[src/rtl/rsc_pkg.sv]
package rsc_pkg;

    localparam int N_INT_HARD = 5;
    localparam int N_INT_SOFT = 2;
    localparam int NSRC       = 2 + N_INT_HARD + N_INT_SOFT + 1;

    // status bit positions (lowest index = highest priority)
    localparam int SRC_POR      = 0;
    localparam int SRC_EXT_HARD = 1;
    localparam int SRC_INT_HARD = 2;
    localparam int SRC_EXT_SOFT = SRC_INT_HARD + N_INT_HARD;
    localparam int SRC_INT_SOFT = SRC_EXT_SOFT + 1;

    typedef enum logic [2:0] {
        ST_POR   = 3'd0,
        ST_HARD  = 3'd1,
        ST_QUIET = 3'd2,
        ST_RUN   = 3'd3,
        ST_SOFT  = 3'd4
    } rsc_state_e;

endpackage

[src/rtl/rsc_sync.sv]
module rsc_sync #(
    parameter int STAGES = 2
) (
    input  logic clk,
    input  logic async_n,
    output logic sync_n
);
    logic [STAGES-1:0] chain_q;

    // asynchronous assertion, synchronous release
    always_ff @(posedge clk or negedge async_n) begin
        if (!async_n) chain_q <= '0;
        else          chain_q <= {chain_q[STAGES-2:0], 1'b1};
    end

    assign sync_n = chain_q[STAGES-1];
endmodule

[src/rtl/rsc_pick.sv]
module rsc_pick #(
    parameter int N = 10
) (
    input  logic [N-1:0] req,
    output logic [N-1:0] grant
);
    logic [N:0] seen;

    assign seen[0] = 1'b0;

    generate
        for (genvar i = 0; i < N; i++) begin : g_lane
            assign grant[i]  = req[i] & ~seen[i];
            assign seen[i+1] = seen[i] | req[i];
        end
    endgenerate
endmodule

[src/rtl/rst_seq_ctrl.sv]
module rst_seq_ctrl
    import rsc_pkg::*;
#(
    parameter int STRETCH_CYC = 512,
    parameter int QUIET_CYC   = 16,
    parameter int SOFT_CYC    = 512,
    parameter int CFG_W       = 32,
    parameter int MODE_W      = 3
) (
    input  logic                  clk,
    input  logic                  por_n,
    input  logic                  pll_lock,
    input  logic                  ext_hard_req,
    input  logic                  ext_soft_req,
    input  logic [N_INT_HARD-1:0] int_hard_req,
    input  logic [N_INT_SOFT-1:0] int_soft_req,
    input  logic [MODE_W-1:0]     mode_in,
    input  logic [CFG_W-1:0]      data_in,
    input  logic [NSRC-1:0]       stat_clr,
    output logic                  hard_pull_low,
    output logic                  soft_pull_low,
    output logic                  cfg_strobe,
    output logic [CFG_W-1:0]      cfg_word,
    output logic [MODE_W-1:0]     mode_q,
    output logic [NSRC-1:0]       status_q
);

    localparam int MAX_A = (STRETCH_CYC > SOFT_CYC) ? STRETCH_CYC : SOFT_CYC;
    localparam int MAX_C = (MAX_A > QUIET_CYC) ? MAX_A : QUIET_CYC;
    localparam int CNT_W = $clog2(MAX_C + 1);

    localparam logic [CNT_W-1:0] STRETCH_LAST = CNT_W'(STRETCH_CYC - 1);
    localparam logic [CNT_W-1:0] QUIET_LAST   = CNT_W'(QUIET_CYC - 1);
    localparam logic [CNT_W-1:0] SOFT_LAST    = CNT_W'(SOFT_CYC - 1);
    localparam logic [NSRC-1:0]  POR_ONLY     = NSRC'(1) << SRC_POR;

    typedef struct packed {
        rsc_state_e         st;
        logic [CNT_W-1:0]   cnt;
        logic               por_prev;
        logic [NSRC-1:0]    stat;
        logic [MODE_W-1:0]  mode;
        logic [CFG_W-1:0]   cfg;
        logic               strobe;
    } rsc_regs_t;

    rsc_regs_t q_r, d_c;

    logic            por_s;
    logic [NSRC-1:0] req_v;
    logic [NSRC-1:0] pick_v;
    logic            hard_ok, ext_hard_ok, soft_ok, ext_soft_ok;
    logic            hard_hit, soft_hit;

    rsc_sync #(.STAGES(2)) u_por_sync (
        .clk     (clk),
        .async_n (por_n),
        .sync_n  (por_s)
    );

    // which request classes are looked at in the present state
    always_comb begin
        hard_ok     = (q_r.st == ST_RUN) || (q_r.st == ST_QUIET) || (q_r.st == ST_SOFT);
        ext_hard_ok = (q_r.st == ST_RUN) || (q_r.st == ST_SOFT);
        soft_ok     = (q_r.st == ST_RUN) || (q_r.st == ST_QUIET);
        ext_soft_ok = (q_r.st == ST_RUN);

        req_v                                      = '0;
        req_v[SRC_EXT_HARD]                        = ext_hard_req & ext_hard_ok & por_s;
        req_v[SRC_INT_HARD +: N_INT_HARD]          = int_hard_req & {N_INT_HARD{hard_ok & por_s}};
        req_v[SRC_EXT_SOFT]                        = ext_soft_req & ext_soft_ok & por_s;
        req_v[SRC_INT_SOFT +: N_INT_SOFT]          = int_soft_req & {N_INT_SOFT{soft_ok & por_s}};
    end

    rsc_pick #(.N(NSRC)) u_pick (
        .req   (req_v),
        .grant (pick_v)
    );

    assign hard_hit = |pick_v[SRC_EXT_SOFT-1:SRC_EXT_HARD];
    assign soft_hit = |pick_v[NSRC-1:SRC_EXT_SOFT];

    always_comb begin
        d_c          = q_r;
        d_c.strobe   = 1'b0;
        d_c.por_prev = por_s;
        d_c.stat     = q_r.stat & ~stat_clr;

        if (!por_s) begin
            d_c.st   = ST_POR;
            d_c.cnt  = '0;
            d_c.stat = POR_ONLY;
        end else begin
            unique case (q_r.st)
                ST_POR: begin
                    d_c.cnt  = '0;
                    d_c.stat = POR_ONLY;
                    if (!q_r.por_prev) d_c.mode = mode_in;
                    if (pll_lock)      d_c.st   = ST_HARD;
                end
                ST_HARD: begin
                    if (q_r.cnt == STRETCH_LAST) begin
                        d_c.st     = ST_QUIET;
                        d_c.cnt    = '0;
                        d_c.cfg    = data_in;
                        d_c.strobe = 1'b1;
                    end else begin
                        d_c.cnt = q_r.cnt + 1'b1;
                    end
                end
                ST_QUIET: begin
                    if (hard_hit) begin
                        d_c.st  = ST_HARD;
                        d_c.cnt = '0;
                    end else if (soft_hit) begin
                        d_c.st  = ST_SOFT;
                        d_c.cnt = '0;
                    end else if (q_r.cnt == QUIET_LAST) begin
                        d_c.st  = ST_RUN;
                        d_c.cnt = '0;
                    end else begin
                        d_c.cnt = q_r.cnt + 1'b1;
                    end
                end
                ST_RUN: begin
                    if (hard_hit) begin
                        d_c.st  = ST_HARD;
                        d_c.cnt = '0;
                    end else if (soft_hit) begin
                        d_c.st  = ST_SOFT;
                        d_c.cnt = '0;
                    end
                end
                ST_SOFT: begin
                    if (hard_hit) begin
                        d_c.st  = ST_HARD;
                        d_c.cnt = '0;
                    end else if (q_r.cnt == SOFT_LAST) begin
                        d_c.st  = ST_QUIET;
                        d_c.cnt = '0;
                    end else begin
                        d_c.cnt = q_r.cnt + 1'b1;
                    end
                end
                default: begin
                    d_c.st  = ST_POR;
                    d_c.cnt = '0;
                end
            endcase

            if (|pick_v) d_c.stat = pick_v;
        end
    end

    always_ff @(posedge clk) begin
        q_r <= d_c;
    end

    assign hard_pull_low = !por_s || (q_r.st == ST_POR) || (q_r.st == ST_HARD);
    assign soft_pull_low = hard_pull_low || (q_r.st == ST_SOFT);
    assign cfg_strobe    = q_r.strobe;
    assign cfg_word      = q_r.cfg;
    assign mode_q        = q_r.mode;
    assign status_q      = q_r.stat;

endmodule

[config.mk]
export PLATFORM = sky130hd
export DESIGN_NAME = rst_seq_ctrl
export DESIGN_NICKNAME = d
export VERILOG_FILES = /design/src/rtl/rsc_pkg.sv /design/src/rtl/rsc_sync.sv /design/src/rtl/rsc_pick.sv /design/src/rtl/rst_seq_ctrl.sv
export SDC_FILE = /design/constraint.sdc
export NUM_CORES = 1
export LEC_CHECK = 0
export BUFFER_PORTS_ARGS = -buffer_cell sky130_fd_sc_hd__buf_2
export CAP_MARGIN = 20
export CORE_UTILIZATION = 49
export CTS_CLUSTER_SIZE = 16
export DETAILED_ROUTE_END_ITERATION = 8
export HOLD_SLACK_MARGIN = 0.1
export PLACE_DENSITY = 0.76
export SETUP_SLACK_MARGIN = 0.2
export SYNTH_ARGS = -nofsm -noshare
export SYNTH_HDL_FRONTEND = slang
export SYNTH_SLANG_ARGS = --single-unit
export TNS_END_PERCENT = 10
[constraint.sdc]
create_clock -name clk -period 2.6 [get_ports clk]
set_input_delay 0.26 -clock clk [delete_from_list [all_inputs] [get_ports clk]]
set_output_delay 0.26 -clock clk [all_outputs]
set_load 0.1 [all_outputs]
Word level (Yosys, flattened, before mapping)
Index checks and enable logic that the tools add are counted.

Add/sub/neg operators: 1. Multiply operators: 0. Divide/modulo/power cells: 0. Magnitude comparators: 0. Eq/ne operators: 9. Shift-type cells: 0. Muxes and demuxes: 15. Bitwise operators: 34. Reduce and logical (&&, ||, !) cells: 15.

Operator list (number): $mux W13 (6); $pmux W13 S5 (1); $mux W10 (3); $and A1 B1 Y1 (14); $mux W3 (4); $add A10 B1 Y10 const B (1); $and A10 B10 Y10 (1); $eq A10 B4 Y1 const B (1); $eq A10 B9 Y1 const B (1); $not A10 Y10 (1); $not A1 Y1 (9); $reduce_and A3 Y1 (3); $reduce_or A9 Y1 (1); $or A1 B1 Y1 (7); $eq A3 B2 Y1 const B (2); $logic_or A1 B1 Y1 (6); $reduce_or A6 Y1 (1); $and A5 B5 Y5 (1); $ne A4 B3 Y1 const B (1); $eq A3 B1 Y1 const B (1); $eq A3 B3 Y1 const B (1); $logic_not A3 Y1 (1); $ne A3 B1 Y1 const B (1); $reduce_or A3 Y1 (1); other kinds (5) (5).

Bits in registers: 62. Bits in latches: 0. Memory bits (writable): 0. ROM bits: 0. Input bits: 57. Output and inout port bits: 48. Logic and storage cells: 82. Memories kept: 0.

Longest topological paths before layout
Gate-level depths: netlist (run 1).

Depth after elaboration: 18. Depth in mapped cells: 8. Depth with buffers taken out: 7.

By module
A second synthesis (run 1) with hierarchy kept.

Cells, all modules: 277. Area, all modules: 3014.1 um^2.

Modules (own cells, without submodules): rst_seq_ctrl (times used 1, cells an instance 257, area each 2805.2 um^2, sequential area each 1551.5 um^2); rsc_pick (times used 1, cells an instance 17, area each 155.1 um^2, sequential area each 0.0 um^2); rsc_sync (times used 1, cells an instance 3, area each 53.8 um^2, sequential area each 50.0 um^2).

Least setup slack after synthesis (run 1)
OpenSTA, ideal clock, no wires.

Path type: register to output. From: reg q_r[58] (netlist bit). To: out hard_pull_low. Arrival: 2.627 ns. Required time: 2.340 ns. Slack: -0.287 ns. Cell stages (with the launch flop): 3. Path buffers: 1. Cell sequence: dfxtp_1 clkbuf_1 o21ai_0.

Longest elaborated chain between the ends: 3. Elaborated cells on any way between the ends: 4. Those cells by class: eq/ne: 1; reduce/logical: 3.

RTL lines: from (decl) (RTL line rst_seq_ctrl.sv:47) `rsc_regs_t q_r, d_c;`; from (signal assigned) (RTL line rst_seq_ctrl.sv:156) `q_r <= d_c;`; $logic_not A3 Y1 (RTL line rst_seq_ctrl.sv:159) `assign hard_pull_low = !por_s || (q_r.st == ST_POR) || (q_r.st == ST_HARD);`; $logic_or A1 B1 Y1 (RTL line rst_seq_ctrl.sv:159); $logic_or A1 B1 Y1 * (RTL line rst_seq_ctrl.sv:159); to (decl) (RTL line rst_seq_ctrl.sv:20) `output logic hard_pull_low,`.

Every way passes the cells marked *; elsewhere a longest branch is shown, timed or not.

Worst setup path in the final report (run 1)
From: reg q_r[58] (netlist bit). To: reg q_r, in the netlist status_q[5].

Longest elaborated chain between the ends: 16. Elaborated cells on any way between the ends: 41. Those cells by class: eq/ne: 3; mux: 2; bitwise: 31; reduce/logical: 5.

RTL lines: $eq A3 B2 Y1, on equally long branches; $logic_or A1 B1 Y1 (RTL line rst_seq_ctrl.sv:63, rst_seq_ctrl.sv:65); $logic_or A1 B1 Y1 (RTL line rst_seq_ctrl.sv:63) `hard_ok = (q_r.st == ST_RUN) || (q_r.st == ST_QUIET) || (q_r.st == ST_SOFT);`; $and A1 B1 Y1 (RTL line rst_seq_ctrl.sv:70) `req_v[SRC_INT_HARD +: N_INT_HARD] = int_hard_req & {N_INT_HARD{hard_ok & por_s}};`; $and A5 B5 Y5 (RTL line rst_seq_ctrl.sv:70); $or A1 B1 Y1 (7 in series) (RTL line rsc_pick.sv:14) `assign seen[i+1] = seen[i] | req[i];`; $not A1 Y1 (RTL line rsc_pick.sv:13) `assign grant[i] = req[i] & ~seen[i];`; $and A1 B1 Y1 (RTL line rsc_pick.sv:13); $reduce_or A9 Y1 (RTL line rst_seq_ctrl.sv:151) `if (|pick_v) d_c.stat = pick_v;`; $mux W10 * (RTL line rst_seq_ctrl.sv:151).

Marks and branches as above. A chain may end at the register's enable or synchronous reset.

==> out/results.env, run 1 <==
MIN_PATH_TYPE='input pin to register'
AREA_GROWTH_SYN_TO_LAYOUT_PCT=28.8
ROOT_DRIVER='clkbuf_8'
NUMBER_OF_ANTENNA_VIOLATIONS_AT_THE_FIRST_CHECK_IN_GLOBAL_ROUTING=0
WORSTSETUPSTARTPOINTTYPE='register'
CLK_PATH_BUF_DEPTH=2
CTS_HTREE_LEVELS=3
NETLIST_INSTANCES=268
DETAIL_ROUTED_VIA_COUNT_PER_CELL=5.23
SYNTH.TOP_CELLS.BY_COUNT='buf_4, edfxtp_1, dfxtp_1'
CRIT_PATH_TOP_DELAY_CELL='dfxtp_1'
LAYOUT_WORST_PATH_CYCLE_SHARE=0.866
CAP_VIOLATIONS=0
FLOORPLAN.INITIALDENSITY=0.518
FMAX_GHz=0.444
DETAIL_ROUTE.ITER0.VIOLATIONS=222
TIMING.FINAL.SETUP_VIOLATIONS=0
SYNTHXORXNORAREAFRAC=0.00600
DETAIL_ROUTE.FIRST_PASS.ITERATIONS=4
SYNTH-EDFF-COUNT=35
SYNTH.FF_LATCH_COUNT=62
R2R_SETUP_SLACK_NS=0.35
DPL-INSTANCE-AREA_UM2=3190
YOSYSMOSTFREQUENTCELL='buf_4'
MAPPED_CELL_AREA_UM2=2920
PLACE.DETAILED.HPWL_UM=4560
RSZ0062_AT_GRT='true'
CRITICAL_PATH.CELL_CHAIN='nor2b_1 -> buf_4 -> inv_1 -> o21a_1 -> and3b_1 -> and2_1 -> a32o_1'
REQUIRED_NS=2.83
YOSYSUNIQUECELLTYPES=51
POWERDENSITY_nW_PER_UM2=543
SYNTH_LARGEST_AREA_CELL='edfxtp_1'
ROUTE.DETAILED.WL_PER_INST_UM=15.7
CLKTRANSATPATHREGS_NS=0.07
DRC=0
SYNTH.YOSYS.SEQ_AREA_SHARE=0.548
CLOCK_TREE_FROM_TRITONCTS='yes'
POWER.SWITCHING_FRACTION=0.231
DRIVE_GT1_FRAC=0.358
GP_CONGESTION=0.875
GRT_START_MAX_NET_PINS=33
PWR-SHARE-COMB=0.079
TIMING.SETUP.TNS_NS=0
POSTSYNTH.TOPFLOPCELL='edfxtp_1'
FINAL_MAX_SLEW_VIOL_COUNT=0
GRT_FIRST_PASS_WIRELENGTH_UM=10900
SYNTH.AREA.TOP_CELLS='edfxtp_1, dfxtp_1, buf_4, nand3_1, nand2_1'
COREAREA_UM2=5640
FINAL.MIN_CLOCK_PERIOD_NS=2.25
FP_ROWS=27
P_INT_mW=1.57
IR_WORST_VDD_V=0.000323
CTS_MADE_BUFFERS=9
WORSTSETUPPATHTYPE='register to register'
POWER_FRAC_CLOCK=0.407
TIMING.FINAL.HOLD_VIOLATIONS=0
CLK_SINK_COUNT=62
FLOORPLAN.DIE.WIDTH_UM=79.2
SEQ_PWR_SHARE=0.514
WORSTPATHARRIVAL_NS=2.48
ROUTE.VIAS.TOTAL=2320
OVERALL_DIE_AREA_UM2=6280
ASYNC_FLOP_SHARE=0.0323
CLKLATENCYLATEPIN_NS=0.34
DRT-TOTAL-WL_UM=6990
SYNTHMUXAREASHARE=0.0137
END_KIND='register'
FIRST_GLOBAL_VIAS=2226
COMBINATIONAL_FAMILY_WITH_THE_MOST_AREA_AFTER_SYNTHESIS='simple AND/OR/NAND/NOR gates'
SYNTH.YOSYS.WARNINGS=0
POST_SYNTH_AND_OR_NAND_NOR_AREA_FRACTION=0.170
AVGSYNTHCELLAREA_UM2=10.9
GLOBAL_ROUTE_USAGE_SUM=0.236
NUMPORTBUFFERS=104
WORSTPATHMAXFANOUT=13
SYNTH-COMPOUND-AREA-SHARE=0.106
PNR_TOTAL_POWER_mW=2.04
TOTAL_LEAKAGE_POWER_nW=1.58
SYNTH-ADDER-AREA-SHARE=0.00428
POST-ROUTE-CELL-AREA_UM2=3760
ANT_NETS=0
POST-CTS-SETUP-BUFFERS=0
CPPEAKSTAGEDELAY_NS=0.61
SWITCHINGPOWER_mW=0.471
N_ANTENNA_CELL=0
WORST_CLOCK_SKEW_NS=0.00718
DIE-HEIGHT_UM=79.2
NETLIST.AREA_LEADER.SHARE=0.360
BOUNDARYPINS=105
SYNTHESIZED_NET_COUNT=326
RUN_STATUS='finished, final reports clean'
DESIGN.FINAL.NETS=425
GR-TOTAL-OVERFLOW=0
[power by group through the flow]
stage	registers (mW)	logic [mW]	clock network, mW
final	1.05	0.161	0.832
after global routing	1.05	0.174	0.898
after CTS	1.05	0.158	0.856
after detailed placement	1.07	0.115	0
after global placement	1.07	0.110	0
after floorplan	1.07	0.0639	0
[layout by cell type, fill, tap and decap left out, types with 3 or more instances in the layout]
master | synthesis | routed
a21boi_0 | 3 | 3
a21oi_1 | 3 | 3
a32o_1 | 4 | 4
and2_1 | 6 | 6
and3b_1 | 3 | 3
buf_2 | 2 | 104
buf_4 | 45 | 3
clkbuf_8 | 0 | 9
dfxtp_1 | 25 | 25
dlygate4sd3_1 | 0 | 36
edfxtp_1 | 35 | 35
inv_1 | 14 | 14
mux2i_1 | 4 | 4
nand2_1 | 16 | 16
nand3_1 | 12 | 12
nand3b_1 | 6 | 6
nand4_1 | 6 | 6
nor2_1 | 14 | 14
nor2b_1 | 6 | 6
nor3_1 | 5 | 5
o21ai_0 | 8 | 7
[final timing paths]
path / start / end / cells past startpoint
worst min-delay path: stat_clr[3] / status_q[3]$_SDFF_PN0_ / 2
max in group asynchronous: por_n / u_por_sync.chain_q[1]$_DFF_PN0_ / 2
worst max-delay path: q_r[58]$_SDFFE_PN0P_ / status_q[5]$_SDFF_PN0_ / 7
min in group asynchronous: por_n / u_por_sync.chain_q[0]$_DFF_PN0_ / 2
worst min register to register: u_por_sync.chain_q[0]$_DFF_PN0_ / u_por_sync.chain_q[1]$_DFF_PN0_ / 0
worst max register to register: q_r[58]$_SDFFE_PN0P_ / status_q[5]$_SDFF_PN0_ / 7
[through the flow]
stage / util / hold WS (ns) / instances / worst slack [ns]
5_1_grt: 0.667 / 0.112 / 444 / 0.180
4_1_cts: 0.664 / 0.104 / 444 / 0.333
3_3_place_gp: 0.565 / 0.0471 / 392 / 0.391
6_report: 0.667 / 0.122 / 444 / 0.348
3_5_place_dp: 0.565 / 0.0510 / 392 / 0.325
2_1_floorplan: - / -0.0356 / 268 / 0.327
[registers in the layout, indices dropped and copies added, names as in the netlist]
register and flops:
cfg_word 32, q_r 14, status_q 10, mode_q 3
u_por_sync.chain_q 2, cfg_strobe 1
[worst max-delay path: cells and delay by family (launching register included)]
| family | cells | cell delay, ns |
|---|---|---|
| simple gates | 3 | 0.78 |
| flops | 1 | 0.61 |
| compound gates | 2 | 0.50 |
| buf+inv | 2 | 0.25 |
[cells by family (layout without fill, tap and decap cells)]
logic type                 after synthesis  count (layout)
and+or+nand+nor                         87              87
buffers and inverters                   70             174
DFF                                     62              62
AOI/OAI and AO/OA                       41              41
muxes                                    4               4
xor gates and xnor gates                 2               2
adders and majority gates                1               1
other                                    1               1
[repair_timing]
item	4_1_cts	5_1_grt
hold buffers	36	0
endpoints found under the setup margin	0	17
resized for setup	0	3
endpoints found under the hold margin	37	0
[final cells by class]
| class | count | area [um2] |
|---|---|---|
| Clock buffer | 9 | 124 |
| Clock inverter | 7 | 73.8 |
| Fill cell | 412 | 1880 |
| Inverter | 14 | 52.6 |
| Multi-Input combinational cell | 136 | 898 |
| Sequential cell | 62 | 1600 |
| Tap cell | 72 | 90.1 |
| Timing Repair Buffer | 144 | 923 |
[metal layers]
metal / track usage / vias up / share of wire
met5: 0 / - / 0
met4: 0.113 / 0 / 0.018
met3: 0.0586 / 12 / 0.084
met2: 0.415 / 123 / 0.51
met1: 0.267 / 1074 / 0.39
li1: - / 1111 / -
Note: power is estimated with default switching activity, not from simulation.
==> inputs of run 2 (changes only) <==
- CORE_UTILIZATION: 49 -> 50
- PLACE_DENSITY: 0.76 -> 0.77
- clock period: 2.6 -> 2.86 ns (I/O delays scaled with it)
==> run 2 against run 1 <==
  * First-iteration DRC count decreased by 37%
  * Clock power is 2% lower
  * Clock skew rose by 0.0015 ns
  * Routed wire length shrank 19%
  * Global-route usage shrank 4.0 points
  * Cell count down 8.1%
  * Non-clock buffer count is 36 lower
  * Critical path depth down 1
  * Final area decreased by 9.9%
  * Flip-flop and latch count did not move
  * Combinational power shrank 35%
  * Die area shrank 1.9%
==> out/results.env, run 2 (synthesis gave the netlist of run 1 again) <==
RUN_STATUS='finished, final reports clean'
WORSTSETUPSTARTPOINTTYPE='register'
ROUTE.VIAS.TOTAL=2082  # -10%
POST-CTS-SETUP-BUFFERS=0  # unchanged
POWERDENSITY_nW_PER_UM2=553  # +1.8%
LAYOUT_WORST_PATH_CYCLE_SHARE=0.836  # -0.0297
DRIVE_GT1_FRAC=0.387  # +0.0294
MAX_SLEW.WORST_PIN.SLEW_NS=0.559
NUMBER_OF_ANTENNA_VIOLATIONS_AT_THE_FIRST_CHECK_IN_GLOBAL_ROUTING=0  # unchanged
GR-TOTAL-OVERFLOW=0  # unchanged
FILL_CELLS=447  # +8.5%
TIMING.FINAL.SETUP_VIOLATIONS=0  # unchanged
OVERALL_DIE_AREA_UM2=6150  # -1.9%
MIN_PATH_TYPE='input pin to register'
CLOCK_TREE_FROM_TRITONCTS='yes'
DRC=0  # unchanged
CLK_SINK_COUNT=62  # unchanged
DETAIL_ROUTE.ITER0.VIOLATIONS=140  # -37%
PNR_TOTAL_POWER_mW=1.87  # -8.3%
NUMPORTBUFFERS=104  # unchanged
FINALWORSTSETUPSLACK_NS=0.468  # +0.120 ns
CLKLATENCYLATEPIN_NS=0.33  # about the same
FINAL_CELL_MIX='buf_2, edfxtp_1, dfxtp_1'
FLOORPLAN.DIE.WIDTH_UM=78.4  # -0.98%
CAP_VIOLATIONS=0  # unchanged
ANT_NETS=0  # unchanged
TOTAL_LEAKAGE_POWER_nW=1.43  # -9.5%
FIRST_GLOBAL_VIAS=1926  # -13%
DETAILEDPLACE.WORSTSLACK_NS=0.495  # +0.170 ns
AREA_GROWTH_SYN_TO_LAYOUT_PCT=16.1
DESIGN.FINAL.NETS=389  # -8.5%
TIMING.SETUP.TNS_NS=0  # unchanged
SLEW-LIMIT-HEADROOM=0.627
HOLD-WORST-SLACK_NS=0.123  # +0.000348 ns
R2R_SETUP_SLACK_NS=0.47  # +0.12 ns
DETAIL_ROUTE.FIRST_PASS.ITERATIONS=4  # unchanged
ROUTE.DETAILED.WL_PER_INST_UM=13.9  # -12%
GRT_START_MAX_NET_PINS=33  # unchanged
REGISTER_AREA_UM2=1600  # unchanged
CTS_MADE_BUFFERS=9  # unchanged
FINAL_MAX_SLEW_VIOL_COUNT=0  # unchanged
MOST_COMMON_CELL_AFTER_LAYOUT_FILL_AND_TAPS_ASIDE='buf_2'
RSZ0062_AT_GRT='false'
CLK_PATH_BUF_DEPTH=2  # unchanged
WORSTSETUPPATHTYPE='register to register'
PLACE.DETAILED.HPWL_UM=4380  # -4.0%
FP_ROWS=27  # unchanged
REQUIRED_NS=3.08  # +0.25 ns
ROOT_DRIVER='clkbuf_8'
DRT-TOTAL-WL_UM=5680  # -19%
TIMING.FINAL.HOLD_VIOLATIONS=0  # unchanged
FINAL.MIN_CLOCK_PERIOD_NS=2.39  # +0.140 ns
FMAX_GHz=0.418  # -5.9%
COREAREA_UM2=5570  # -1.2%
N_ANTENNA_CELL=0  # unchanged
IR_WORST_VDD_V=0.000280  # -13%
DETAIL_ROUTED_VIA_COUNT_PER_CELL=5.10  # -2.3%
CLKTRANSATPATHREGS_NS=0.07  # about the same
CTS_HTREE_LEVELS=3  # unchanged
WORSTPATHARRIVAL_NS=2.61  # +0.13 ns
GLOBAL_ROUTE_USAGE_SUM=0.196  # -0.0398
GP_CONGESTION=0.850  # -2.9%
END_KIND='register'
BOUNDARYPINS=105  # unchanged
FLOORPLAN.INITIALDENSITY=0.524  # +0.00628
LARGEST_REGISTER_FF_COUNT=32  # unchanged
WORST_CLOCK_SKEW_NS=0.00864  # +0.00146 ns
GRT_FIRST_PASS_WIRELENGTH_UM=9050  # -17%
DIE-HEIGHT_UM=78.4  # -0.98%
WORSTPATHMAXFANOUT=13  # unchanged
MULTI_INPUT_COMB_AREA_UM2=880  # -2.1%
## run 2: worst paths after layout
check,startpoint,endpoint,depth (start not counted)
hold reg to reg,u_por_sync.chain_q[0]$_DFF_PN0_,u_por_sync.chain_q[1]$_DFF_PN0_,0
setup reg to reg,q_r[58]$_SDFFE_PN0P_,status_q[4]$_SDFF_PN0_,6
setup / recovery,q_r[58]$_SDFFE_PN0P_,status_q[4]$_SDFF_PN0_,6
hold / removal,mode_in[1],mode_q[1]$_DFFE_PP_,1
min in group asynchronous,por_n,u_por_sync.chain_q[0]$_DFF_PN0_,2
max in group asynchronous,por_n,u_por_sync.chain_q[1]$_DFF_PN0_,2
## run 2: timing repair
action / 4_1_cts / 5_1_grt
endpoints found under the hold margin: 2 / 0
resized for setup: 0 / 1
hold buffers: 1 / 0
setup endpoints to repair: 0 / 1
## run 2: layer usage
metal | part of all wire | wire [um] | up-vias | GRT usage
met5 | 0 | 0 | - | 0
met4 | 0.013 | 76 | 0 | 0.0778
met2 | 0.50 | 2830 | 91 | 0.334
met3 | 0.075 | 425 | 10 | 0.0605
li1 | - | - | 1037 | -
met1 | 0.41 | 2350 | 944 | 0.231
## run 2: area by class of cell
cell class	instances	area share
clock inverter	6	0.0255
multi-input combinational	136	0.259
timing repair buffer	108	0.163
inverter	14	0.0155
clock buffer	10	0.0376
sequential	62	0.472
tap	72	0.0266
## run 2: stage by stage
step / utilization / area [um2] / std cells
floorplan: - / 2920 / 268
global placement: 0.568 / 3170 / 391
detailed placement: 0.568 / 3170 / 391
CTS: 0.608 / 3390 / 408
global route: 0.608 / 3390 / 408
finish: 0.608 / 3390 / 408
## run 2: power by group
part	switching (mW)	internal, mW
Combinational	0.0578	0.0474
Sequential	0.00752	0.947
Clock	0.326	0.489
## run 2: critical path: stages, from the launching register on
cell     delay (ns)
dfxtp_1        0.56
nor2b_1        0.53
nand4_1        0.24
o21a_1         0.21
and3b_1        0.27
and2_1         0.21
a32o_1         0.26
==> inputs of run 3 (changes only) <==
- ABC_AREA: unset -> 1
- CORE_UTILIZATION: 50 -> 49
- PLACE_DENSITY: 0.77 -> 0.76
- clock period: 2.86 -> 2.39 ns (I/O delays scaled with it)
==> run 3 against run 2 <==
  * Global-route usage grew 2.8 points
  * Synthesized area down 0.17%
  * Count of clock-buffer cells in the layout unchanged
  * Clock skew fell by 0.00082 ns
  * Synthesized cell count is 9.7% higher
  * Register-to-register slack got worse by 0.11 ns
  * Power increased by 21%
  * Via count rose by 14%
  * Routed wire length grew 20%
  * Final area is 15% higher
  * Maximum frequency is 18% higher
  * Worst setup slack got worse by 0.11 ns
  * Largest power group unchanged
  * Highest routed layer unchanged
==> out/results.env, run 3 <==
RUN_STATUS='finished, final reports clean'
DRC=0  # unchanged
GRT_FIRST_PASS_WIRELENGTH_UM=10400  # +15%
SWITCHINGPOWER_mW=0.532  # +36%
AVGSYNTHCELLAREA_UM2=9.92  # -9.0%
OVERALL_DIE_AREA_UM2=6260  # +1.8%
WORST_CLOCK_SKEW_NS=0.00782  # -0.000822 ns
AREA_GROWTH_SYN_TO_LAYOUT_PCT=33.5
DRT-TOTAL-WL_UM=6820  # +20%
TIMING.SETUP.TNS_NS=0  # unchanged
POWERDENSITY_nW_PER_UM2=584  # +5.7%
NUMBER_OF_ANTENNA_VIOLATIONS_AT_THE_FIRST_CHECK_IN_GLOBAL_ROUTING=0  # unchanged
TOTAL_LEAKAGE_POWER_nW=1.78  # +24%
CLOCK_TREE_FROM_TRITONCTS='yes'
CLKTRANSATPATHREGS_NS=0.07  # about the same
MULTI_INPUT_COMB_AREA_UM2=897  # +2.0%
SYNTHXORXNORAREAFRAC=0.00901  # +0.00301
WORSTSETUPSTARTPOINTTYPE='register'
POWER_FRAC_CLOCK=0.415  # -0.020
WORSTSETUPPATHTYPE='register to register'
NETLIST.AREA_LEADER.SHARE=0.360  # +0.000617
N_ANTENNA_CELL=0  # unchanged
DESIGN.FINAL.NETS=463  # +19%
FP_ROWS=27  # unchanged
POWER.SWITCHING_FRACTION=0.234  # +0.0255
BOUNDARYPINS=105  # unchanged
ANT_NETS=0  # unchanged
ASYNC_FLOP_SHARE=0.0323  # unchanged
TIMING.FINAL.SETUP_VIOLATIONS=0  # unchanged
SYNTH-ADDER-AREA-SHARE=0.00429  # +0.00000735
LARGEST_REGISTER_FF_COUNT=32  # unchanged
PWR-SHARE-COMB=0.082  # +0.026
GR-TOTAL-OVERFLOW=0  # unchanged
CTS_MADE_BUFFERS=9  # unchanged
REGISTER_AREA_UM2=1610  # +0.39%
PLACE.DETAILED.HPWL_UM=4740  # +8.1%
ROUTE.VIAS.TOTAL=2364  # +14%
CAP_VIOLATIONS=0  # unchanged
SEQ_PWR_SHARE=0.503  # -0.006
CLKLATENCYLATEPIN_NS=0.34  # about the same
FINAL.MIN_CLOCK_PERIOD_NS=2.03  # -0.363 ns
NETLIST_INSTANCES=294  # +9.7%
SYNTH.YOSYS.WARNINGS=0  # unchanged
END_KIND='register'
REQUIRED_NS=2.66  # -0.42 ns
SYNTH-EDFF-COUNT=35  # unchanged
SYNTH.AREA.TOP_CELLS='edfxtp_1, dfxtp_1, buf_4, nand2_1, inv_1'
DIE-HEIGHT_UM=79.2  # +0.91%
TIMING.FINAL.HOLD_VIOLATIONS=0  # unchanged
LAYOUT_WORST_PATH_CYCLE_SHARE=0.849  # +0.0128
FLOORPLAN.DIE.WIDTH_UM=79.2  # +0.91%
DETAIL_ROUTE.FIRST_PASS.ITERATIONS=4  # unchanged
YOSYSUNIQUECELLTYPES=36  # -29%
COMBINATIONAL_FAMILY_WITH_THE_MOST_AREA_AFTER_SYNTHESIS='simple AND/OR/NAND/NOR gates'
SYNTH_LARGEST_AREA_CELL='edfxtp_1'
SYNTH.YOSYS.SEQ_AREA_SHARE=0.549  # +0.000941
CLK_SINK_COUNT=62  # unchanged
WORSTPATHARRIVAL_NS=2.30  # -0.31 ns
COREAREA_UM2=5610  # +0.61%
IR_WORST_VDD_V=0.000407  # +45%
CTS_HTREE_LEVELS=3  # unchanged
CLK_PATH_BUF_DEPTH=2  # unchanged
FILL_CELLS=432  # -3.4%
FINAL_MAX_SLEW_VIOL_COUNT=0  # unchanged
SYNTHMUXAREASHARE=0  # -0.0137
FLOORPLAN.INITIALDENSITY=0.520  # -0.00405
GLOBAL_ROUTE_USAGE_SUM=0.224  # +0.0280
DRIVE_GT1_FRAC=0.393  # +0.00578
POSTSYNTH.TOPFLOPCELL='edfxtp_1'
DETAIL_ROUTED_VIA_COUNT_PER_CELL=4.90  # -3.9%
POST_SYNTH_AND_OR_NAND_NOR_AREA_FRACTION=0.205  # +0.0350
WORSTPATHMAXFANOUT=8  # -5
MOST_COMMON_CELL_AFTER_LAYOUT_FILL_AND_TAPS_ASIDE='buf_2'
FIRST_GLOBAL_VIAS=2248  # +17%
SYNTHESIZED_NET_COUNT=352  # +8.0%
GRT_START_MAX_NET_PINS=28  # -15%
SYNTH-COMPOUND-AREA-SHARE=0.0691  # -0.0367
P_INT_mW=1.74  # +17%
FMAX_GHz=0.493  # +18%
RSZ0062_AT_GRT='true'
DETAIL_ROUTE.ITER0.VIOLATIONS=75  # -46%
SYNTH.FF_LATCH_COUNT=62  # unchanged
PNR_TOTAL_POWER_mW=2.28  # +21%
GP_CONGESTION=0.906  # +6.7%
NUMPORTBUFFERS=104  # unchanged
ROUTE.DETAILED.WL_PER_INST_UM=14.1  # +1.6%
MIN_PATH_TYPE='input pin to register'
SYNTH.TOP_CELLS.BY_COUNT='buf_4, nand2_1, edfxtp_1'
FINAL_CELL_MIX='buf_2, nand2_1, dlygate4sd3_1'
MAPPED_CELL_AREA_UM2=2920  # -0.17%
HOLD-WORST-SLACK_NS=0.168  # +0.0452 ns
ROOT_DRIVER='clkbuf_8'
==> run 3: changes by cell type after synthesis, moves of 7 or more <==
cell,previous run,this run
nand2_1,16,45
inv_1,14,30
clkbuf_1,8,1
a21oi_1,3,18
==> run 3: metal layers <==
layer  wire, um  part of all wire  global-route usage  vias up
li1           -                 -                   -     1150
met4        117             0.017              0.0855        0
met2       3460              0.51               0.370       93
met5          0                 0                   0        -
met1       2780              0.41               0.269     1109
met3        459             0.067              0.0782       12
==> run 3: layout make-up <==
class | instances | share of cell area
clock buffers | 10 | 0.0354
clock inverters | 6 | 0.0177
inverters | 34 | 0.0328
multi-input cells | 151 | 0.230
flip-flops and latches | 62 | 0.413
well taps | 72 | 0.0231
repair buffers | 147 | 0.248
==> run 3: path summary, 6_finish.rpt <==
path,cells past startpoint,slack (ns),end,from
setup / recovery,12,0.36,q_r[52]$_SDFFE_PN0P_,q_r[58]$_SDFFE_PN0P_
hold / removal,4,0.17,status_q[6]$_SDFF_PN0_,stat_clr[6]
setup reg to reg,12,0.36,q_r[52]$_SDFFE_PN0P_,q_r[58]$_SDFFE_PN0P_
hold reg to reg,0,0.35,u_por_sync.chain_q[1]$_DFF_PN0_,u_por_sync.chain_q[0]$_DFF_PN0_
max in group asynchronous,2,2.08,u_por_sync.chain_q[1]$_DFF_PN0_,por_n
min in group asynchronous,2,0.20,u_por_sync.chain_q[0]$_DFF_PN0_,por_n
==> run 3: power by group through the flow <==
stage | Sequential [mW] | Clock [mW] | Combinational [mW]
6_report | 1.14 | 0.945 | 0.186
5_1_grt | 1.14 | 1.02 | 0.202
4_1_cts | 1.14 | 0.962 | 0.184
3_5_place_dp | 1.17 | 0 | 0.138
3_3_place_gp | 1.17 | 0 | 0.136
2_1_floorplan | 1.16 | 0 | 0.0760
==> run 3: worst max-delay path, stage by stage, from the launching register on <==
cell,delay [ns]
dfxtp_1,0.40
nor2_1,0.09
nand2_2,0.12
nand2_2,0.10
nand3_2,0.12
nand3_4,0.10
nor2_4,0.15
nand4_4,0.14
nor3_4,0.27
nand2_2,0.10
nand2_2,0.16
nand2_1,0.08
a21oi_1,0.14
==> run 3: cell families (layout without fill, tap and decap cells) <==
family                   Yosys count  after routing
other                              1              1
buffers and inverters             81            197
XOR/XNOR                           3              3
AO/OA/AOI/OAI                     36             36
adder cells (fa/ha/maj)            1              1
flip-flops                        62             62
AND/OR/NAND/NOR                  110            110
==> run 3: metrics by stage <==
step | instances | utilization | worst slack [ns] | area, um2
2_1_floorplan | 294 | - | 0.00764 | 2980
3_3_place_gp | 429 | 0.588 | 0.372 | 3300
3_5_place_dp | 429 | 0.588 | 0.345 | 3300
4_1_cts | 481 | 0.689 | 0.226 | 3860
5_1_grt | 482 | 0.694 | 0.187 | 3890
6_report | 482 | 0.694 | 0.360 | 3890
==> run 3: timing repair <==
item / in CTS / in global routing
hold endpoints to repair: 37 / 0
hold buffers: 36 / 0
buffers inserted: 0 / 0
gates resized for setup: 0 / 3
setup endpoints to repair: 0 / 30
